File: src/rtl/qpel_pkg.sv
package qpel_pkg;
  typedef enum logic {
    WB_DIRECT = 1'b0,
    WB_AVG    = 1'b1
  } wb_mode_e;
endpackage

File: src/rtl/qpel_round_avg.sv
module qpel_round_avg #(
  parameter int PW = 8
) (
  input  logic [PW-1:0] a_i,
  input  logic [PW-1:0] b_i,
  output logic [PW-1:0] y_o
);
  localparam int SW = PW + 1;

  logic [SW-1:0] sum;

  always_comb begin
    sum = SW'(a_i) + SW'(b_i) + SW'(1);
    y_o = sum[SW-1:1];
  end

  // a rounded mean never leaves the interval spanned by its operands
  always_comb begin
    assert_mean_in_range_R1: assert (((y_o >= a_i) && (y_o <= b_i)) ||
                                     ((y_o >= b_i) && (y_o <= a_i)))
      else $error("mean outside operand range");
  end
endmodule

File: src/rtl/qpel_raster_addr.sv
module qpel_raster_addr #(
  parameter int AW    = 12,
  parameter int BLK_W = 8,
  parameter int BLK_H = 8
) (
  input  logic          clk,
  input  logic          rst_n,
  input  logic          load_i,
  input  logic [AW-1:0] base_i,
  input  logic [AW-1:0] stride_i,
  input  logic          adv_i,
  output logic [AW-1:0] addr_o,
  output logic          last_o,
  output logic          empty_o
);
  localparam int NPIX = BLK_W * BLK_H;
  localparam int CW   = $clog2(BLK_W);
  localparam int NW   = $clog2(NPIX + 1);

  logic [CW-1:0] col_q,      col_d;
  logic [NW-1:0] cnt_q,      cnt_d;
  logic [AW-1:0] row_base_q, row_base_d;
  logic [AW-1:0] stride_q,   stride_d;

  always_comb begin
    col_d      = col_q;
    cnt_d      = cnt_q;
    row_base_d = row_base_q;
    stride_d   = stride_q;
    if (load_i) begin
      col_d      = '0;
      cnt_d      = '0;
      row_base_d = base_i;
      stride_d   = stride_i;
    end else if (adv_i) begin
      cnt_d = cnt_q + NW'(1);
      if (col_q == CW'(BLK_W - 1)) begin
        col_d      = '0;
        row_base_d = row_base_q + stride_q;
      end else begin
        col_d = col_q + CW'(1);
      end
    end
  end

  always_ff @(posedge clk or negedge rst_n) begin
    if (!rst_n) begin
      col_q      <= '0;
      cnt_q      <= NW'(NPIX);
      row_base_q <= '0;
      stride_q   <= '0;
    end else if (load_i || adv_i) begin
      col_q      <= col_d;
      cnt_q      <= cnt_d;
      row_base_q <= row_base_d;
      stride_q   <= stride_d;
    end
  end

  assign addr_o  = row_base_q + AW'(col_q);
  assign last_o  = (cnt_q == NW'(NPIX - 1));
  assign empty_o = (cnt_q == NW'(NPIX));

  // the pixel counter never runs past one block
  assert_count_bound_R6: assert property (@(posedge clk) disable iff (!rst_n)
    cnt_q <= NW'(NPIX));

  // no advance once the block is exhausted
  assert_no_adv_when_empty_R6: assert property (@(posedge clk) disable iff (!rst_n)
    adv_i |-> !empty_o);
endmodule

File: src/rtl/qpel_bipred_wb.sv
module qpel_bipred_wb
  import qpel_pkg::*;
#(
  parameter int AW    = 12,
  parameter int PW    = 8,
  parameter int BLK_W = 8,
  parameter int BLK_H = 8
) (
  input  logic          clk,
  input  logic          rst_n,
  input  logic          start_i,
  input  logic          mode_avg_i,
  input  logic [AW-1:0] dst_base_i,
  input  logic [AW-1:0] stride_i,
  input  logic          in_valid_i,
  output logic          in_ready_o,
  input  logic [PW-1:0] ctr_i,
  input  logic [PW-1:0] hor_i,
  output logic          rd_en_o,
  output logic [AW-1:0] rd_addr_o,
  input  logic [PW-1:0] rd_data_i,
  output logic          wr_en_o,
  output logic [AW-1:0] wr_addr_o,
  output logic [PW-1:0] wr_data_o,
  output logic          busy_o,
  output logic          done_o
);
  logic          busy_q, busy_d;
  wb_mode_e      mode_q, mode_d;
  logic          wr_en_q, wr_en_d;
  logic [AW-1:0] wr_addr_q, wr_addr_d;
  logic [PW-1:0] qpel_q, qpel_d;
  logic          last_q, last_d;

  logic          load;
  logic          accept;
  logic          blk_done;
  logic [AW-1:0] pix_addr;
  logic          pix_last;
  logic          pix_empty;
  logic [PW-1:0] qpel_new;
  logic [PW-1:0] merged;

  qpel_raster_addr #(.AW(AW), .BLK_W(BLK_W), .BLK_H(BLK_H)) u_addr (
    .clk      (clk),
    .rst_n    (rst_n),
    .load_i   (load),
    .base_i   (dst_base_i),
    .stride_i (stride_i),
    .adv_i    (accept),
    .addr_o   (pix_addr),
    .last_o   (pix_last),
    .empty_o  (pix_empty)
  );

  qpel_round_avg #(.PW(PW)) u_qpel (
    .a_i (ctr_i),
    .b_i (hor_i),
    .y_o (qpel_new)
  );

  qpel_round_avg #(.PW(PW)) u_merge (
    .a_i (rd_data_i),
    .b_i (qpel_q),
    .y_o (merged)
  );

  assign load       = !busy_q && start_i;
  assign in_ready_o = busy_q && !pix_empty;
  assign accept     = in_ready_o && in_valid_i;
  assign blk_done   = wr_en_q && last_q;

  always_comb begin
    busy_d = busy_q;
    mode_d = mode_q;
    if (load) begin
      busy_d = 1'b1;
      mode_d = wb_mode_e'(mode_avg_i);
    end else if (blk_done) begin
      busy_d = 1'b0;
    end
  end

  always_comb begin
    wr_en_d   = accept;
    wr_addr_d = wr_addr_q;
    qpel_d    = qpel_q;
    last_d    = last_q;
    if (accept) begin
      wr_addr_d = pix_addr;
      qpel_d    = qpel_new;
      last_d    = pix_last;
    end
  end

  always_ff @(posedge clk or negedge rst_n) begin
    if (!rst_n) begin
      busy_q <= 1'b0;
      mode_q <= WB_DIRECT;
    end else begin
      busy_q <= busy_d;
      mode_q <= mode_d;
    end
  end

  always_ff @(posedge clk or negedge rst_n) begin
    if (!rst_n) begin
      wr_en_q   <= 1'b0;
      wr_addr_q <= '0;
      qpel_q    <= '0;
      last_q    <= 1'b0;
    end else begin
      wr_en_q   <= wr_en_d;
      wr_addr_q <= wr_addr_d;
      qpel_q    <= qpel_d;
      last_q    <= last_d;
    end
  end

  assign rd_en_o   = accept && (mode_q == WB_AVG);
  assign rd_addr_o = pix_addr;
  assign wr_en_o   = wr_en_q;
  assign wr_addr_o = wr_addr_q;
  assign wr_data_o = (mode_q == WB_AVG) ? merged : qpel_q;
  assign busy_o    = busy_q;
  assign done_o    = blk_done;

  // every read is answered by a write to the same address one cycle later
  assert_read_pairs_write_R5: assert property (@(posedge clk) disable iff (!rst_n)
    rd_en_o |=> (wr_en_o && (wr_addr_o == $past(rd_addr_o))));

  // every accepted pixel is written in the following cycle
  assert_accept_then_write_R5: assert property (@(posedge clk) disable iff (!rst_n)
    (in_valid_i && in_ready_o) |=> wr_en_o);

  // in direct mode a write is never preceded by a read
  assert_direct_no_read_R3: assert property (@(posedge clk) disable iff (!rst_n)
    (wr_en_o && (mode_q == WB_DIRECT)) |-> !$past(rd_en_o));

  // done comes with a write and closes the block
  assert_done_with_write_R6: assert property (@(posedge clk) disable iff (!rst_n)
    done_o |-> wr_en_o);
  assert_done_ends_block_R6: assert property (@(posedge clk) disable iff (!rst_n)
    done_o |=> (!in_ready_o && !wr_en_o && !busy_o));

  // configuration is stable while a block runs
  assert_mode_stable_R7: assert property (@(posedge clk) disable iff (!rst_n)
    ($past(busy_o) && busy_o) |-> $stable(mode_q));

  // ready only while busy
  assert_ready_needs_busy_R9: assert property (@(posedge clk) disable iff (!rst_n)
    in_ready_o |-> busy_o);
endmodule

File: config.mk
export PLATFORM = sky130hd
export DESIGN_NAME = qpel_bipred_wb
export DESIGN_NICKNAME = d
export VERILOG_FILES = /design/src/rtl/qpel_pkg.sv /design/src/rtl/qpel_round_avg.sv /design/src/rtl/qpel_raster_addr.sv /design/src/rtl/qpel_bipred_wb.sv
export SDC_FILE = /design/constraint.sdc
export NUM_CORES = 1
export LEC_CHECK = 0
export BUFFER_PORTS_ARGS = -buffer_cell sky130_fd_sc_hd__buf_2
export CAP_MARGIN = 30
export CORE_MARGIN = 2
export CORE_UTILIZATION = 35
export DETAILED_ROUTE_END_ITERATION = 16
export HOLD_SLACK_MARGIN = 0.03
export SLEW_MARGIN = 0
export SYNTH_ARGS = -nofsm -noshare
export SYNTH_HDL_FRONTEND = slang
export SYNTH_HIERARCHICAL = 1
export SYNTH_SLANG_ARGS = --single-unit
export TNS_END_PERCENT = 50
File: constraint.sdc
create_clock -name clk -period 2.75 [get_ports clk]
set_input_delay 0.6875 -clock clk [delete_from_list [all_inputs] [get_ports clk]]
set_output_delay 0.6875 -clock clk [all_outputs]
set_load 0.01 [all_outputs]
==> impl_metrics.yaml, run 1 <==
run_status:
  status: "finished with violations"
  violations: "setup timing"
clocking:
  clkLatencyLatePin_ns: 0.32
  root_buffer: "clkbuf_16"
  clk_pin_slew_ns: 0.05
  clockBufferDepth: 2
  clock-sinks: 58
  cts_inserted_buffers: 9
  h-tree-depth: 3
  tritoncts: "built"
floorplanning:
  start_util: 0.3627
  die_h_um: 110.7
  die_area_um2: 12250
  core_area_um2: 10980
  row_count: 38
  io-pin-count: 90
  die_w_um: 110.7
detailed_routing:
  top_layer: "met4"
  final_antenna_net_count: 0
  via_count: 3252
  route.final.wire_length_um: 9641
  wl_met3_um: 320
  dr_wl_met2_um: 4740
  vias_per_cell: 5.089
  wl_per_cell_um: 15.09
  drt_iter0_drc: 212
  drt_pass1_iterations: 4
  drc: 0
  met1_length_um: 4489
critical_path:
  r2r_end: "u_addr/row_base_q[11]"
  crit_path_end_kind: "output port"
  crit_family: "simple AND/OR/NAND/NOR gates"
  max_stage_delay_ns: 0.36
  path_cells: "buf_6, or2_1, fa_2, a21oi_2, nor2_2, nor2_2, o21ai_1, mux2_4, buf_6"
  crit_path_start_kind: "primary input"
  cp.arrival_ns: 2.20
  required_ns: 2.06
  path_class: "primary input to output port"
  cp_num_buf_inv: 2
  worst-r2r-setup-slack_ns: 0.43
  path_depth: 9
  cpMaxStageDelayCell: "fa_2"
  worstRegToRegCells: 10
  rr_startpoint: "u_addr/cnt_q[0]"
  path_max_fanout: 2
sta:
  worst-slew-pin-transition_ns: 0.6755
  whs_ns: 0.4081
  rsz0062_at_grt: "true"
  max-slew-margin-rel: 0.5497
  fin_setup_tns_ns: -0.5565
  drv_slew: 0
  clock.fmax_mhz: 346.3
  finalCritPeriodShare: 1.050
  hold_viol: 0
  finalClockSkew_ns: 0.005212
  setup_viol: 5
  fin_crit_ns: 2.887
  fin_ws_ns: -0.1375
grt:
  overflow: 0
  grt_pass1_wl_um: 15930
  grt_max_degree: 29
  antenna_found_initial: 0
  grt_pass1_vias: 3281
  track_usage: 0.1597
final_layout:
  layout_common_cells: "buf_2, dfrtp_1, ha_1, a21oi_1"
  drive_gt1_frac: 0.3948
  final_util: 0.4731
  instances_no_fill: 639
  layout_commonest_cell: "buf_2"
  antennaDiodeCount: 0
  fin_area_um2: 5196
  final_nets: 583
  area_delta_synth_final_pct: 30.43
yosys:
  synth_nets: 471
  yosys-top-cells-area: "dfrtp_1, ha_1, mux2_4"
  synth.yosys.seq_area_share: 0.3646
  synth_seq_cells: 58
  netlist_instances: 382
  syn_area_um2: 3984
  yosysTopAreaCell: "dfrtp_1"
  synth_ff_type: "dfrtp_1"
  synth_area_per_cell_um2: 10.43
  ys_types: 52
  ys_async_sr_fraction: 1.000
  synth_edf_count: 0
  post-synth-top-area-fraction: 0.3580
  ys.warnings.count: 6
power_and_ir_drop:
  p_leak_nw: 2.434
  power_mw: 5.315
  power.density_nw_per_um2: 1023
  vdd_ir_drop_max_uv: 424.4
run:
  maxCapViolations: 0
placed_design:
  gp_congestion: 0.8977
  placed_cell_area_um2: 4673
  io_buffers: 89
  place.detailed.hpwl_um: 7419
  placed_cells_incl_taps: 618
  post-place-ws_ns: -0.2538
min_path:
  min_path_type: "primary input to asynchronous set/reset pin"
## state kept, by name, summed over array words and instances, names as in the netlist
name               flops
u_addr/cnt_q           7
wr_addr_o             12
qpel_q                 8
u_addr/col_q           3
last_q                 1
mode_q                 1
wr_en_o                1
u_addr/stride_q       12
u_addr/row_base_q     12
busy_o                 1
## final cells by class
cell class                      count  area [µm²]
Clock inverter                      5       55.05
Timing Repair Buffer              112       674.4
Fill cell                         998        5787
Clock buffer                       11       242.7
Tap cell                          140       175.2
Sequential cell                    58        1456
Multi-Input combinational cell    296        2529
Inverter                           17       63.81
## how the worst max path moves through the flow
stage                               to    startpoint
final                     wr_data_o[7]  rd_data_i[0]
after global routing      wr_data_o[7]  rd_data_i[0]
after CTS                 wr_data_o[7]  rd_data_i[0]
after detailed placement  wr_data_o[7]  rd_data_i[0]
after global placement    wr_data_o[7]  rd_data_i[0]
after floorplan           wr_data_o[7]  rd_data_i[0]
## cell families (layout without fill, tap and decap cells)
logic type / after synthesis / count (layout) / share of synthesized area
fa+ha+maj: 36 / 36 / 0.1206
flops: 58 / 58 / 0.3646
mux: 49 / 49 / 0.1539
simple gates: 100 / 100 / 0.1310
buf+inv: 28 / 145 / 0.03329
xor+xnor: 24 / 24 / 0.05276
compound gates: 87 / 87 / 0.1438
## synthesized netlist by cell type (3+ instances only)
library cell,count
nand2_1,19
o22ai_1,3
or3_1,4
mux2_4,19
buf_6,3
a311o_1,4
nor4_1,4
a21oi_1,29
nor3b_1,5
mux2i_1,8
nand3_1,6
and3_1,6
a21o_1,6
fa_1,4
xor2_1,12
ha_1,32
buf_2,4
nor3_1,8
mux2_2,22
nor2b_1,9
o21ai_0,13
inv_1,17
dfrtp_1,57
a211oi_1,3
xnor2_1,12
nand4_1,4
nand2b_1,3
nor2_1,26
a31oi_1,3
o211ai_1,4
o21bai_1,4
## routing by layer
metal  up-vias  GRT usage
li1       1621          -
met1      1557     0.2106
met2        68     0.2654
met3         6    0.02898
met4         0    0.05250
met5         -          0
## power by group
| group | leakage (nW) | switching [mW] | internal [mW] |
|---|---|---|---|
| sequential | 0.680 | 0.340 | 1.17 |
| combinational | 1.61 | 1.33 | 1.37 |
| clock | 0.142 | 0.383 | 0.722 |
| total | 2.43 | 2.06 | 3.26 |
## timing repair
action	4_1_cts	5_1_grt
buffers inserted	3	2
endpoints found under the setup margin	13	11
resized for setup	28	9
hold buffers	0	0
pin swaps	13	6
hold endpoints to repair	0	0
Note: power is estimated with default switching activity, not from simulation.
==> run 2: changes to the inputs <==
- ABC_AREA: default -> 1
==> impl_metrics.yaml, run 2 <==
yosys:
  ys.warnings.count: 6
  synth_most_common_cell: "nand2_1"
  synth_ff_type: "dfrtp_1"
  ys_types: 30
  syn_area_um2: 4194
  synth_seq_cells: 58
  synth_area_per_cell_um2: 7.073
  post-synth-top-area-fraction: 0.3401
  synth_commonest_cells: "nand2_1, inv_1, dfrtp_1"
  synth_nets: 682
  synth_edf_count: 0
  netlist_instances: 593
  yosys-top-cells-area: "dfrtp_1, nand2_1, ha_1"
  ys_async_sr_fraction: 1.000
  synth.yosys.seq_area_share: 0.3464
  yosysTopAreaCell: "dfrtp_1"
sta:
  max-slew-margin-rel: 0.5982
  worst-slew-pin-transition_ns: 0.6027
  finalClockSkew_ns: 0.005228
  fin_ws_ns: 0.006111
  fin_setup_tns_ns: 0
  finalCritPeriodShare: 0.9978
  whs_ns: 0.3647
  rsz0062_at_grt: "true"
  fin_crit_ns: 2.744
  clock.fmax_mhz: 364.4
  setup_viol: 0
  drv_slew: 0
  hold_viol: 0
detailed_routing:
  drt_pass1_iterations: 4
  route.final.wire_length_um: 10450
  drc: 0
  wl_per_cell_um: 12.43
  final_antenna_net_count: 0
  via_count: 4007
  vias_per_cell: 4.765
  drt_iter0_drc: 233
critical_path:
  required_ns: 2.06
  crit_path_end_kind: "output port"
  path_max_fanout: 2
  path_class: "flip-flop to output port"
  cp.arrival_ns: 2.06
  worst-r2r-setup-slack_ns: 0.36
  crit_path_start_kind: "flip-flop"
grt:
  grt_pass1_vias: 3985
  grt_max_degree: 37
  grt_use_met3: 0.03879
  antenna_found_initial: 0
  met2_usage: 0.2946
  grt_pass1_wl_um: 18130
  track_usage: 0.1720
  grtUsageMet1: 0.2190
  top_usage_layer: "met2"
  overflow: 0
power_and_ir_drop:
  p_leak_nw: 3.132
  power.density_nw_per_um2: 407.6
  vdd_ir_drop_max_uv: 219.5
clocking:
  root_buffer: "clkbuf_16"
  clk_pin_slew_ns: 0.05
  tritoncts: "built"
  cts_inserted_buffers: 9
  clkLatencyLatePin_ns: 0.33
  clock-sinks: 58
  ctsHoldBuffers: 0
  h-tree-depth: 3
  clockBufferDepth: 2
final_layout:
  area_delta_synth_final_pct: 25.95
  layout_commonest_cell: "nand2_1"
  layout_common_cells: "nand2_1, buf_2, inv_1, dfrtp_1, nor2_1"
  antennaDiodeCount: 0
  final_util: 0.4568
  drive_gt1_frac: 0.2335
  instances_no_fill: 841
  final_nets: 782
placed_design:
  io_buffers: 89
  post-place-ws_ns: 0.03221
  place.detailed.hpwl_um: 8026
  gp_congestion: 0.8547
  placed_cells_incl_taps: 816
run:
  maxCapViolations: 0
floorplanning:
  io-pin-count: 90
  die_h_um: 113.5
  die_area_um2: 12870
  core_area_um2: 11560
  start_util: 0.3627
  row_count: 39
  die_w_um: 113.5
min_path:
  min_path_type: "primary input to asynchronous set/reset pin"
run_status:
  status: "complete, no violations"
[run 2: cell types whose count changed in the layout (fill, tap and decap cells not counted), sizes merged, moves of 15 or more]
cell	before	now
nand4	4	26
nand2	20	243
nor2	26	41
inv	17	66
mux2	41	0
nand3	6	32
[run 2: worst paths after layout]
check	startpoint	end	cells past startpoint
max	u_addr/row_base_q[0]	rd_addr_o[10]	9
min	rst_n	wr_addr_o[9]	1
max reg2reg	u_addr/cnt_q[0]	u_addr/row_base_q[2]	13
min reg2reg	wr_addr_o[2]	wr_addr_o[2]	2
max in group asynchronous	rst_n	u_addr/cnt_q[6]	2
min in group clk	wr_addr_o[2]	wr_addr_o[2]	2
[run 2: where the power goes]
group | switching [mW] | internal, mW
clock network | 0.384 | 0.744
logic | 0.0997 | 0.0712
registers | 0 | 0.855
[run 2: critical path, cell delays in order, from the launching register on]
cell     delay [ns]
dfrtp_1        0.38
ha_2           0.20
fa_2           0.37
a21oi_2        0.17
nor2_2         0.06
nand3_2        0.10
nor2_4         0.06
nand3_2        0.08
xor2_2         0.17
buf_2          0.15
[run 2: stage by stage]
stage	area, µm²	total power, mW
after global placement	4810	1.036
after floorplan	4194	0.9614
after global routing	5283	2.244
final	5283	2.153
after CTS	5186	2.184
after detailed placement	4810	1.041
[run 2: cell families (layout without fill, tap and decap cells)]
family,Yosys count,count (layout),share of synthesized area
DFF,58,58,0.3464
xor gates and xnor gates,22,22,0.04594
AOI/OAI and AO/OA,40,40,0.05818
buffers and inverters,86,191,0.08025
and+or+nand+nor,351,351,0.3547
adders and majority gates,36,36,0.1146
[run 2: layer usage]
metal | routed length, µm | up-vias
met1 | 4932 | 1831
met4 | 78 | 0
li1 | - | 2081
met5 | 0 | -
met3 | 489 | 6
met2 | 4953 | 89
[run 2: what timing repair did]
action	in CTS	in global routing
setup endpoints to repair	6	19
resized for setup	9	16
pin swaps	3	4
buffers inserted	4	5
cloned	0	0
[run 2: layout make-up]
type / count / area (µm²)
fillers: 1169 / 6282
multi-input cells: 449 / 2494
flip-flops and latches: 58 / 1458
repair buffers: 105 / 578.1
inverters: 70 / 269.0
clock buffers: 11 / 252.7
well taps: 143 / 178.9
clock inverters: 5 / 52.55
